[src/rtl/row_clock_pkg.sv]
package row_clock_pkg;

  typedef enum logic [1:0] {
    MODE_REC  = 2'd0,
    MODE_PLAY = 2'd1,
    MODE_FWD  = 2'd2,
    MODE_IDLE = 2'd3
  } op_mode_e;

  // strobes from control to datapath
  typedef struct packed {
    logic countEn;  // advance prescaler and row phase
    logic load;     // load row address, restart row
    logic step;     // increment row address
  } ctl_strobe_t;

endpackage

[src/rtl/row_clock_dp.sv]
module row_clock_dp
  import row_clock_pkg::*;
#(
  parameter int ROWS     = 2400,
  parameter int TICK_DIV = 4,
  parameter int NORM_HI  = 14,
  parameter int NORM_LO  = 2,
  parameter int FF_HI    = 7,
  parameter int FF_LO    = 1,
  localparam int AW      = $clog2(ROWS)
) (
  input  logic          clk,
  input  logic          rstN,
  input  ctl_strobe_t   strobe,
  input  logic          fastMode,
  input  logic [AW-1:0] loadAddr,
  output logic [AW-1:0] rowAddr,
  output logic          rowClk,
  output logic          rowEndPend,
  output logic          atLastRow
);

  localparam int NPER = NORM_HI + NORM_LO;
  localparam int FPER = FF_HI + FF_LO;
  localparam int PMAX = (NPER > FPER) ? NPER : FPER;
  localparam int PW   = (PMAX > 1) ? $clog2(PMAX) : 1;
  localparam int TW   = (TICK_DIV > 1) ? $clog2(TICK_DIV) : 1;

  localparam logic [PW-1:0] N_HI   = PW'(NORM_HI);
  localparam logic [PW-1:0] N_LAST = PW'(NPER - 1);
  localparam logic [PW-1:0] F_HI   = PW'(FF_HI);
  localparam logic [PW-1:0] F_LAST = PW'(FPER - 1);
  localparam logic [TW-1:0] T_LAST = TW'(TICK_DIV - 1);
  localparam logic [AW-1:0] A_LAST = AW'(ROWS - 1);

  logic [TW-1:0] tickCnt;
  logic [PW-1:0] phCnt;
  logic          tick;
  logic [PW-1:0] hiCur;
  logic [PW-1:0] lastCur;

  function automatic logic [AW-1:0] clampAddr(input logic [AW-1:0] a);
    return (a > A_LAST) ? A_LAST : a;
  endfunction

  assign tick       = (tickCnt == T_LAST);
  assign hiCur      = fastMode ? F_HI : N_HI;
  assign lastCur    = fastMode ? F_LAST : N_LAST;
  assign rowEndPend = tick && (phCnt >= lastCur);
  assign atLastRow  = (rowAddr == A_LAST);
  assign rowClk     = !strobe.countEn || (phCnt < hiCur);

  always_ff @(posedge clk or negedge rstN) begin
    if (!rstN) begin
      tickCnt <= '0;
      phCnt   <= '0;
      rowAddr <= '0;
    end else if (strobe.load) begin
      tickCnt <= '0;
      phCnt   <= '0;
      rowAddr <= clampAddr(loadAddr);
    end else if (strobe.countEn) begin
      if (tick) begin
        tickCnt <= '0;
        phCnt   <= rowEndPend ? '0 : phCnt + 1'b1;
      end else begin
        tickCnt <= tickCnt + 1'b1;
      end
      if (strobe.step) rowAddr <= rowAddr + 1'b1;
    end
  end


  hold_pos_chk: assert property (@(posedge clk) disable iff (!rstN)
    (!strobe.countEn && !strobe.load) |=> ($stable(rowAddr) && $stable(phCnt) && $stable(tickCnt)));


  step_inc_chk: assert property (@(posedge clk) disable iff (!rstN)
    (strobe.step && !strobe.load) |=> (rowAddr == $past(rowAddr) + 1'b1));


  load_clamp_chk: assert property (@(posedge clk) disable iff (!rstN)
    strobe.load |=> (rowAddr == clampAddr($past(loadAddr)) && phCnt == '0));

endmodule

[src/rtl/row_clock_ctl.sv]
module row_clock_ctl
  import row_clock_pkg::*;
(
  input  logic        clk,
  input  logic        rstN,
  input  logic        run,
  input  logic [1:0]  mode,
  input  logic        loadEn,
  input  logic        msgMark,
  input  logic        frameStart,
  input  logic        rowEndPend,
  input  logic        atLastRow,
  output ctl_strobe_t strobe,
  output logic        fastMode,
  output logic        ovfFlag,
  output logic        eomFlag,
  output logic        intN
);

  op_mode_e opMode;
  logic     halted;
  logic     rowDone;
  logic     markHit;
  logic     ovfSet;
  logic     eomSet;

  assign opMode   = op_mode_e'(mode);
  assign fastMode = (opMode == MODE_FWD);
  assign halted   = ovfFlag || eomFlag;
  assign markHit  = msgMark && (opMode == MODE_PLAY || opMode == MODE_FWD);

  always_comb begin
    strobe.load    = loadEn;
    strobe.countEn = run && (opMode != MODE_IDLE) && !halted && !loadEn;
    rowDone        = strobe.countEn && rowEndPend;
    ovfSet         = rowDone && atLastRow;
    eomSet         = rowDone && !atLastRow && markHit;
    strobe.step    = rowDone && !atLastRow && (!markHit || fastMode);
  end

  always_ff @(posedge clk or negedge rstN) begin
    if (!rstN) begin
      ovfFlag <= 1'b0;
      eomFlag <= 1'b0;
    end else begin
      ovfFlag <= ovfSet || (ovfFlag && !frameStart);
      eomFlag <= eomSet || (eomFlag && !frameStart);
    end
  end

  assign intN = !(ovfFlag || eomFlag);


  int_hold_chk: assert property (@(posedge clk) disable iff (!rstN)
    (!intN && !frameStart) |=> !intN);


  int_clear_chk: assert property (@(posedge clk) disable iff (!rstN)
    (frameStart && !rowDone) |=> intN);


  rec_no_eom_chk: assert property (@(posedge clk) disable iff (!rstN)
    (opMode == MODE_REC && !eomFlag) |=> !eomFlag);

endmodule

[src/rtl/row_clock_core.sv]
module row_clock_core
  import row_clock_pkg::*;
#(
  parameter int ROWS     = 2400,
  parameter int TICK_DIV = 4,
  parameter int NORM_HI  = 14,
  parameter int NORM_LO  = 2,
  parameter int FF_HI    = 7,
  parameter int FF_LO    = 1,
  localparam int AW      = $clog2(ROWS)
) (
  input  logic          clk,
  input  logic          rstN,
  input  logic          run,
  input  logic [1:0]    mode,
  input  logic          loadEn,
  input  logic [AW-1:0] loadAddr,
  input  logic          msgMark,
  input  logic          frameStart,
  output logic [AW-1:0] rowAddr,
  output logic          rowClk,
  output logic          ovfFlag,
  output logic          eomFlag,
  output logic          intN
);

  ctl_strobe_t strobe;
  logic        fastMode;
  logic        rowEndPend;
  logic        atLastRow;

  row_clock_ctl u_ctl (
    .clk        (clk),
    .rstN       (rstN),
    .run        (run),
    .mode       (mode),
    .loadEn     (loadEn),
    .msgMark    (msgMark),
    .frameStart (frameStart),
    .rowEndPend (rowEndPend),
    .atLastRow  (atLastRow),
    .strobe     (strobe),
    .fastMode   (fastMode),
    .ovfFlag    (ovfFlag),
    .eomFlag    (eomFlag),
    .intN       (intN)
  );

  row_clock_dp #(
    .ROWS(ROWS), .TICK_DIV(TICK_DIV),
    .NORM_HI(NORM_HI), .NORM_LO(NORM_LO),
    .FF_HI(FF_HI), .FF_LO(FF_LO)
  ) u_dp (
    .clk        (clk),
    .rstN       (rstN),
    .strobe     (strobe),
    .fastMode   (fastMode),
    .loadAddr   (loadAddr),
    .rowAddr    (rowAddr),
    .rowClk     (rowClk),
    .rowEndPend (rowEndPend),
    .atLastRow  (atLastRow)
  );


  ovf_addr_chk: assert property (@(posedge clk) disable iff (!rstN)
    $rose(ovfFlag) |-> (rowAddr == AW'(ROWS - 1)));


  play_eom_hold_chk: assert property (@(posedge clk) disable iff (!rstN)
    ($rose(eomFlag) && $past(mode) == 2'd1 && !$past(loadEn)) |-> $stable(rowAddr));


  fwd_eom_skip_chk: assert property (@(posedge clk) disable iff (!rstN)
    ($rose(eomFlag) && $past(mode) == 2'd2 && !$past(loadEn)) |-> (rowAddr == $past(rowAddr) + 1'b1));


  flag_excl_chk: assert property (@(posedge clk) disable iff (!rstN)
    $rose(ovfFlag) |-> !$rose(eomFlag));

endmodule

[config.mk]
export PLATFORM = sky130hd
export DESIGN_NAME = row_clock_core
export DESIGN_NICKNAME = d
export VERILOG_FILES = /design/src/rtl/row_clock_pkg.sv /design/src/rtl/row_clock_dp.sv /design/src/rtl/row_clock_ctl.sv /design/src/rtl/row_clock_core.sv
export SDC_FILE = /design/constraint.sdc
export NUM_CORES = 1
export LEC_CHECK = 0
export BUFFER_PORTS_ARGS = -buffer_cell sky130_fd_sc_hd__buf_4
export CAP_MARGIN = 20
export CORE_MARGIN = 2
export CORE_UTILIZATION = 55
export DETAILED_ROUTE_END_ITERATION = 10
export PLACE_DENSITY = 0.82
export RECOVER_POWER = 100
export SLEW_MARGIN = 20
export SYNTH_ARGS = -nofsm -noshare
export SYNTH_HDL_FRONTEND = slang
export SYNTH_SLANG_ARGS = --single-unit
export TNS_END_PERCENT = 20
[constraint.sdc]
create_clock -name clk -period 3.55 [get_ports clk]
set_clock_uncertainty 0.1 [all_clocks]
set_input_delay 0.5325 -clock clk [delete_from_list [all_inputs] [get_ports clk]]
set_output_delay 0.5325 -clock clk [all_outputs]
set_load 0.005 [all_outputs]
======== Word-level counts from Yosys, hierarchy flattened ========
Index checks and enable logic that the tools add are counted.
W data, S select, Z words.
storage, ports and cells
  register bits after elaboration ......... 20
  latch bits .............................. 0
  memory bits (writable) .................. 0
  bits in read-only memories .............. 0
  input port bits ......................... 20
  output and inout port bits .............. 16
  word-level logic and storage cells ...... 58
  memories kept ........................... 0
operators by class
  add/sub/neg operators ................... 3
  multiply operators ...................... 0
  div/mod/pow operators ................... 0
  magnitude comparators ................... 3
  equality and inequality tests ........... 5
  shifts and indexed selects .............. 0
  multiplexer cells ....................... 13
  bitwise operators ....................... 0
  reduce and logical (&&, ||, !) cells .... 29
operators by type and width
  cell                     number
  $mux W12                 4
  $mux W4                  6
  $add A12 B1 Y12 const B  1
  $eq A12 B12 Y1 const B   1
  $gt A12 B12 Y1 const B   1
  $logic_and A1 B1 Y1      12
  $logic_not A1 Y1         6
  $logic_or A1 B1 Y1       6
  $mux W2                  3
  $reduce_bool A2 Y1       3
  $add A4 B1 Y4 const B    1
  $eq A2 B2 Y1 const B     2
  $ge A4 B4 Y1             1
  $lt A4 B4 Y1             1
  $reduce_and A2 Y1        2
  $add A2 B1 Y2 const B    1
  $eq A2 B1 Y1 const B     1
  $ne A2 B2 Y1 const B     1

======== Depth between registers and ports, before layout ========
  depth in word-level cells ............... 10
  gate-level depth with buffers ........... 9
  mapped depth without buffers ............ 8

======== Hierarchy ========
A second synthesis with hierarchy kept.
second synthesis, totals
  cell total of the unflattened synthesis .. 150
  area, all modules ....................... 1,316.3 um^2
by module, submodules not included
  module         instances  cells an instance  area an instance (um^2)  seq. area each (um^2)
  row_clock_dp   1          131                1,131.1                  450.4
  row_clock_ctl  1          19                 185.2                    50.0

======== Worst setup path after synthesis ========
OpenSTA, ideal clock, no wires.
  kind .................................... in2reg
  start ................................... input port mode[0]
  end ..................................... register u_dp.rowAddr[10]
  library setup time ...................... 126 ps
  data arrival time ....................... 2,252 ps
  required time ........................... 3,324 ps
  slack ................................... 1,072 ps
  cell stages on the path ................. 6
  buffers on the path ..................... 0
  cells stage by stage .................... ha_1 > or4b_4 > nor4b_1 > and3_4 > a21oi_1 > a311o_1
between the ends
  longest elaborated chain between the ends .. 9
  elaborated cells on any way between the ends .. 19
  classes of those cells .................. order compare: 1; eq/ne: 3; mux: 1; reduce/logical: 14
RTL lines
  element                                                     RTL line                                                       text
  from (decl)                                                 row_clock_core.sv:15                                           input logic [1:0] mode,
  $eq A2 B2 Y1 / $ne A2 B2 Y1 (equally long branches)         row_clock_ctl.sv:28, row_clock_ctl.sv:30, row_clock_ctl.sv:34
  $mux W4 / $logic_and A1 B1 Y1 (equally long branches)       row_clock_dp.sv:48, row_clock_ctl.sv:34
  $ge A4 B4 Y1 / $logic_and A1 B1 Y1 (equally long branches)  row_clock_dp.sv:49, row_clock_ctl.sv:34
  $logic_and A1 B1 Y1, on equally long branches               row_clock_dp.sv:49, row_clock_ctl.sv:34
  $logic_and A1 B1 Y1                                         row_clock_ctl.sv:35                                            rowDone = strobe.countEn && rowEndPend;
  $logic_and A1 B1 Y1 (2 in series)                           row_clock_ctl.sv:38                                            strobe.step = rowDone && !atLastRow && (!markHit || fastMode);
  $reduce_bool A2 Y1 (no line)                                n/a
  $reduce_and A2 Y1 (no line) (*)                             n/a
  to (signal assigned)                                        row_clock_dp.sv:61                                             rowAddr <= clampAddr(loadAddr);
  to (signal assigned)                                        row_clock_dp.sv:69                                             if (strobe.step) rowAddr <= rowAddr + 1'b1;
  to (decl)                                                   row_clock_dp.sv:17                                             output logic [AW-1:0] rowAddr,
Mark *: on every way between the ends. The rest lies on a longest branch, timed or not.
A chain may end at the register's enable or synchronous reset.

======== Worst setup path in the final report ========
  start ................................... input port mode[0]
  end ..................................... output port rowClk
between the ends
  longest elaborated chain between the ends .. 6
  elaborated cells on any way between the ends .. 9
  classes of those cells .................. order compare: 1; eq/ne: 2; mux: 1; reduce/logical: 5
RTL lines
  element                                               RTL line              text
  branches (longest 5 deep; another with $lt A4 B4 Y1)  n/a
  $logic_or A1 B1 Y1 (*)                                row_clock_dp.sv:51    assign rowClk = !strobe.countEn || (phCnt < hiCur);
  to (decl)                                             row_clock_core.sv:21  output logic rowClk,
Every way passes the cells marked *.

==> out/metrics.csv <==
stage,metric,value,unit
outcome,status,"complete, no violations",
sta,setup_viol,0,
route,first_pass_iters,4,
flow_run,maxCapViolations,0,
worst_setup_path,cp_max_fo,6,
sta,fmax,372,MHz
clock_tree,ctsResizeCount,0,
synth,ys_seq_elements,20,
cells_and_area,nets,201,
synth,synth_cell_types,41,
synth,yosysWarnings,0,
sta,whs,320,ps
placement,routabilityCongestion,0.906,
synth,synth_edf_count,0,
route,vias,1239,
floorplan,start_util,57.6,%
worst_setup_path,path_class,in2out,
route,drt_iter0_markers,32,
sta,relSlewSlack,27.9,%
clock_tree,clock_latency,300,ps
route,wl_per_cell,15.0,um
worst_setup_path,crit_path_start_kind,input port,
synth,synth.top_cell.area_share,39.7,%
route,totalWireLength,3010,um
sta,finalHoldViolCount,0,
synth,synth_top_area_cell,dfrtp_1,
power,leakagePower,0.704,nW
clock_tree,cts_tree,done,
clock_tree,cts_buffers,3,
worst_setup_path,worstSetupEndpointType,output port,
worst_setup_path,cp.required,2920,ps
sta,rsz0062_at_grt,no,
cells_and_area,drive_above_1_share,24.9,%
route,drc_errors,0,
min_path,hold_path.class,in2reg,
sta,tns,0,ps
min_path,hold_path_startpoint,frameStart,
route,topRoutingLayerUsed,met4,
floorplan,die_h,51.9,um
cells_and_area,layout_commonest_cell,dfrtp_1,
synth,syn_nets,162,
sta,fin_crit_sh,75.7,%
route,postRouteAntennaNets,0,
grt,grt_usage,25.2,%
cells_and_area,num_antenna_cells,0,
placement,dpl_worst_slack,831,ps
placement,dp_hpwl,2340,um
worst_setup_path,reg2reg_from,u_ctl.eomFlag$_DFF_PN0_,
clock_tree,cts.path.max_buffers,2,
clock_tree,cts_setup_buffers,0,
sta,finalMaxSlewViolations,0,
grt,grt_pass1_wl,5100,um
floorplan,rows,17,
sta,worst_pin_slew,1080,ps
cells_and_area,syn_to_final_growth,24.4,%
route,met1_length,1410,um
clock_tree,root_buffer,clkbuf_4,
synth,synth_area,1260,um2
route,vias_per_cell,6.16,
power,peakVddDrop,209,uV
synth,postSynthCellCount,136,
floorplan,dieArea,2690,um2
clock_tree,clk_pin_slew_worst_paths,100,ps
clock_tree,clkSinkCount,20,
grt,grt_pass1_vias,1159,
floorplan,die_w,51.9,um
grt,overflow,0,
worst_setup_path,worstPathArrival,2060,ps
worst_setup_path,crit_start,mode[0],
synth,synthArstFlopShare,100,%
clock_tree,ctsHtreeMaxLevel,1,
synth,synth.area.top_cells,"dfrtp_1 (40%), ha_1 (6.0%), a21oi_1 (5.6%)",
sta,fin_ws,861,ps
synth,synth_area_per_cell,9.27,um2
route,dr_wl_met2,1390,um
floorplan,ios,36,
cells_and_area,final_cell_mix,"dfrtp_1 (20), clkbuf_4 (19), buf_4 (18)",
route,met3_length,176,um
power,powerDensity,324,nW/um2
grt,grt_max_degree,21,
sta,final.min_clock_period,2690,ps
synth,seq_area_frac_synth,39.7,%
power,power,509,uW
floorplan,coreArea,2190,um2
grt,antenna_found_initial,0,
synth,synth_ff_type,dfrtp_1,
placement,port_buffers,35,
-- per-stage QoR --
step                      std cells  instance area (um2)  utilization (%)
final                           201                 1570             71.6
after global routing            201                 1570             71.6
after CTS                       201                 1590             72.4
after detailed placement        197                 1550             70.9
after global placement          197                 1550             70.9
after floorplan                 136                 1260                -
-- area by class of cell --
cell class | count | area, um2
clock buffers | 3 | 22.5
fillers | 168 | 622
inverters | 6 | 22.5
multi-input cells | 107 | 716
flip-flops and latches | 20 | 500
well taps | 28 | 35.0
repair buffers | 37 | 273
-- kinds of logic (layout without fill, tap and decap cells) --
group	after synthesis	after routing	share of synthesized area [%]
AND/OR/NAND/NOR	55	55	25.7
buffers and inverters	9	46	2.78
multiplexers	1	1	0.893
flip-flops	20	20	39.7
AO/OA/AOI/OAI	40	40	21.5
XOR/XNOR	5	5	3.47
adder cells (fa/ha/maj)	6	6	5.95
-- per-layer routing --
metal | vias to the layer above | global-route usage (%)
met5 | - | 0
met2 | 52 | 39.7
met4 | 0 | 7.89
met3 | 4 | 4.31
li1 | 601 | -
met1 | 582 | 35.2
-- critical path, stage by stage --
cell and delay [ps]:
clkbuf_4 120, ha_1 200, nor4b_1 780, o211ai_1 230, clkbuf_4 200
-- power by group --
group / switching [mW] / total, mW / leakage (nW) / internal (mW)
Clock: 0.0670 / 0.106 / 0.0138 / 0.0395
Sequential: 0.0275 / 0.276 / 0.242 / 0.248
Combinational: 0.0615 / 0.127 / 0.449 / 0.0652
Total: 0.156 / 0.509 / 0.704 / 0.353
-- timing repair --
action	in CTS	in global routing
hold buffers	1	0
setup endpoints to repair	0	0
endpoints found under the hold margin	10	0
-- final timing paths --
kind	to	slack, ps	cells after the start
max	rowClk	860	5
min	u_ctl.ovfFlag$_DFF_PN0_	320	2
max reg2reg	u_dp.rowAddr[9]$_DFFE_PN0P_	1050	5
min reg2reg	u_dp.phCnt[2]$_DFFE_PN0P_	450	1
max in group asynchronous	u_dp.rowAddr[4]$_DFFE_PN0P_	1860	2
min in group asynchronous	u_dp.tickCnt[1]$_DFFE_PN0P_	840	2
-- flip-flops by register name (all words and copies together) (netlist names) --
| name | cells |
|---|---|
| u_dp.tickCnt | 2 |
| u_dp.rowAddr | 12 |
| u_dp.phCnt | 4 |
| u_ctl.eomFlag | 1 |
| u_ctl.ovfFlag | 1 |
-- Yosys cell counts (3+ instances only) --
cell and number:
inv_1 6, a21oi_1 14, a211oi_1 3, dfrtp_1 20, and3_1 5, ha_1 6, a21o_1 3, nor2_1 14
nor3_1 5, nand2_1 8, nand4_1 6, o21ai_0 4, o32ai_1 3, xnor2_1 3
Power figures use the tool's default switching activity.
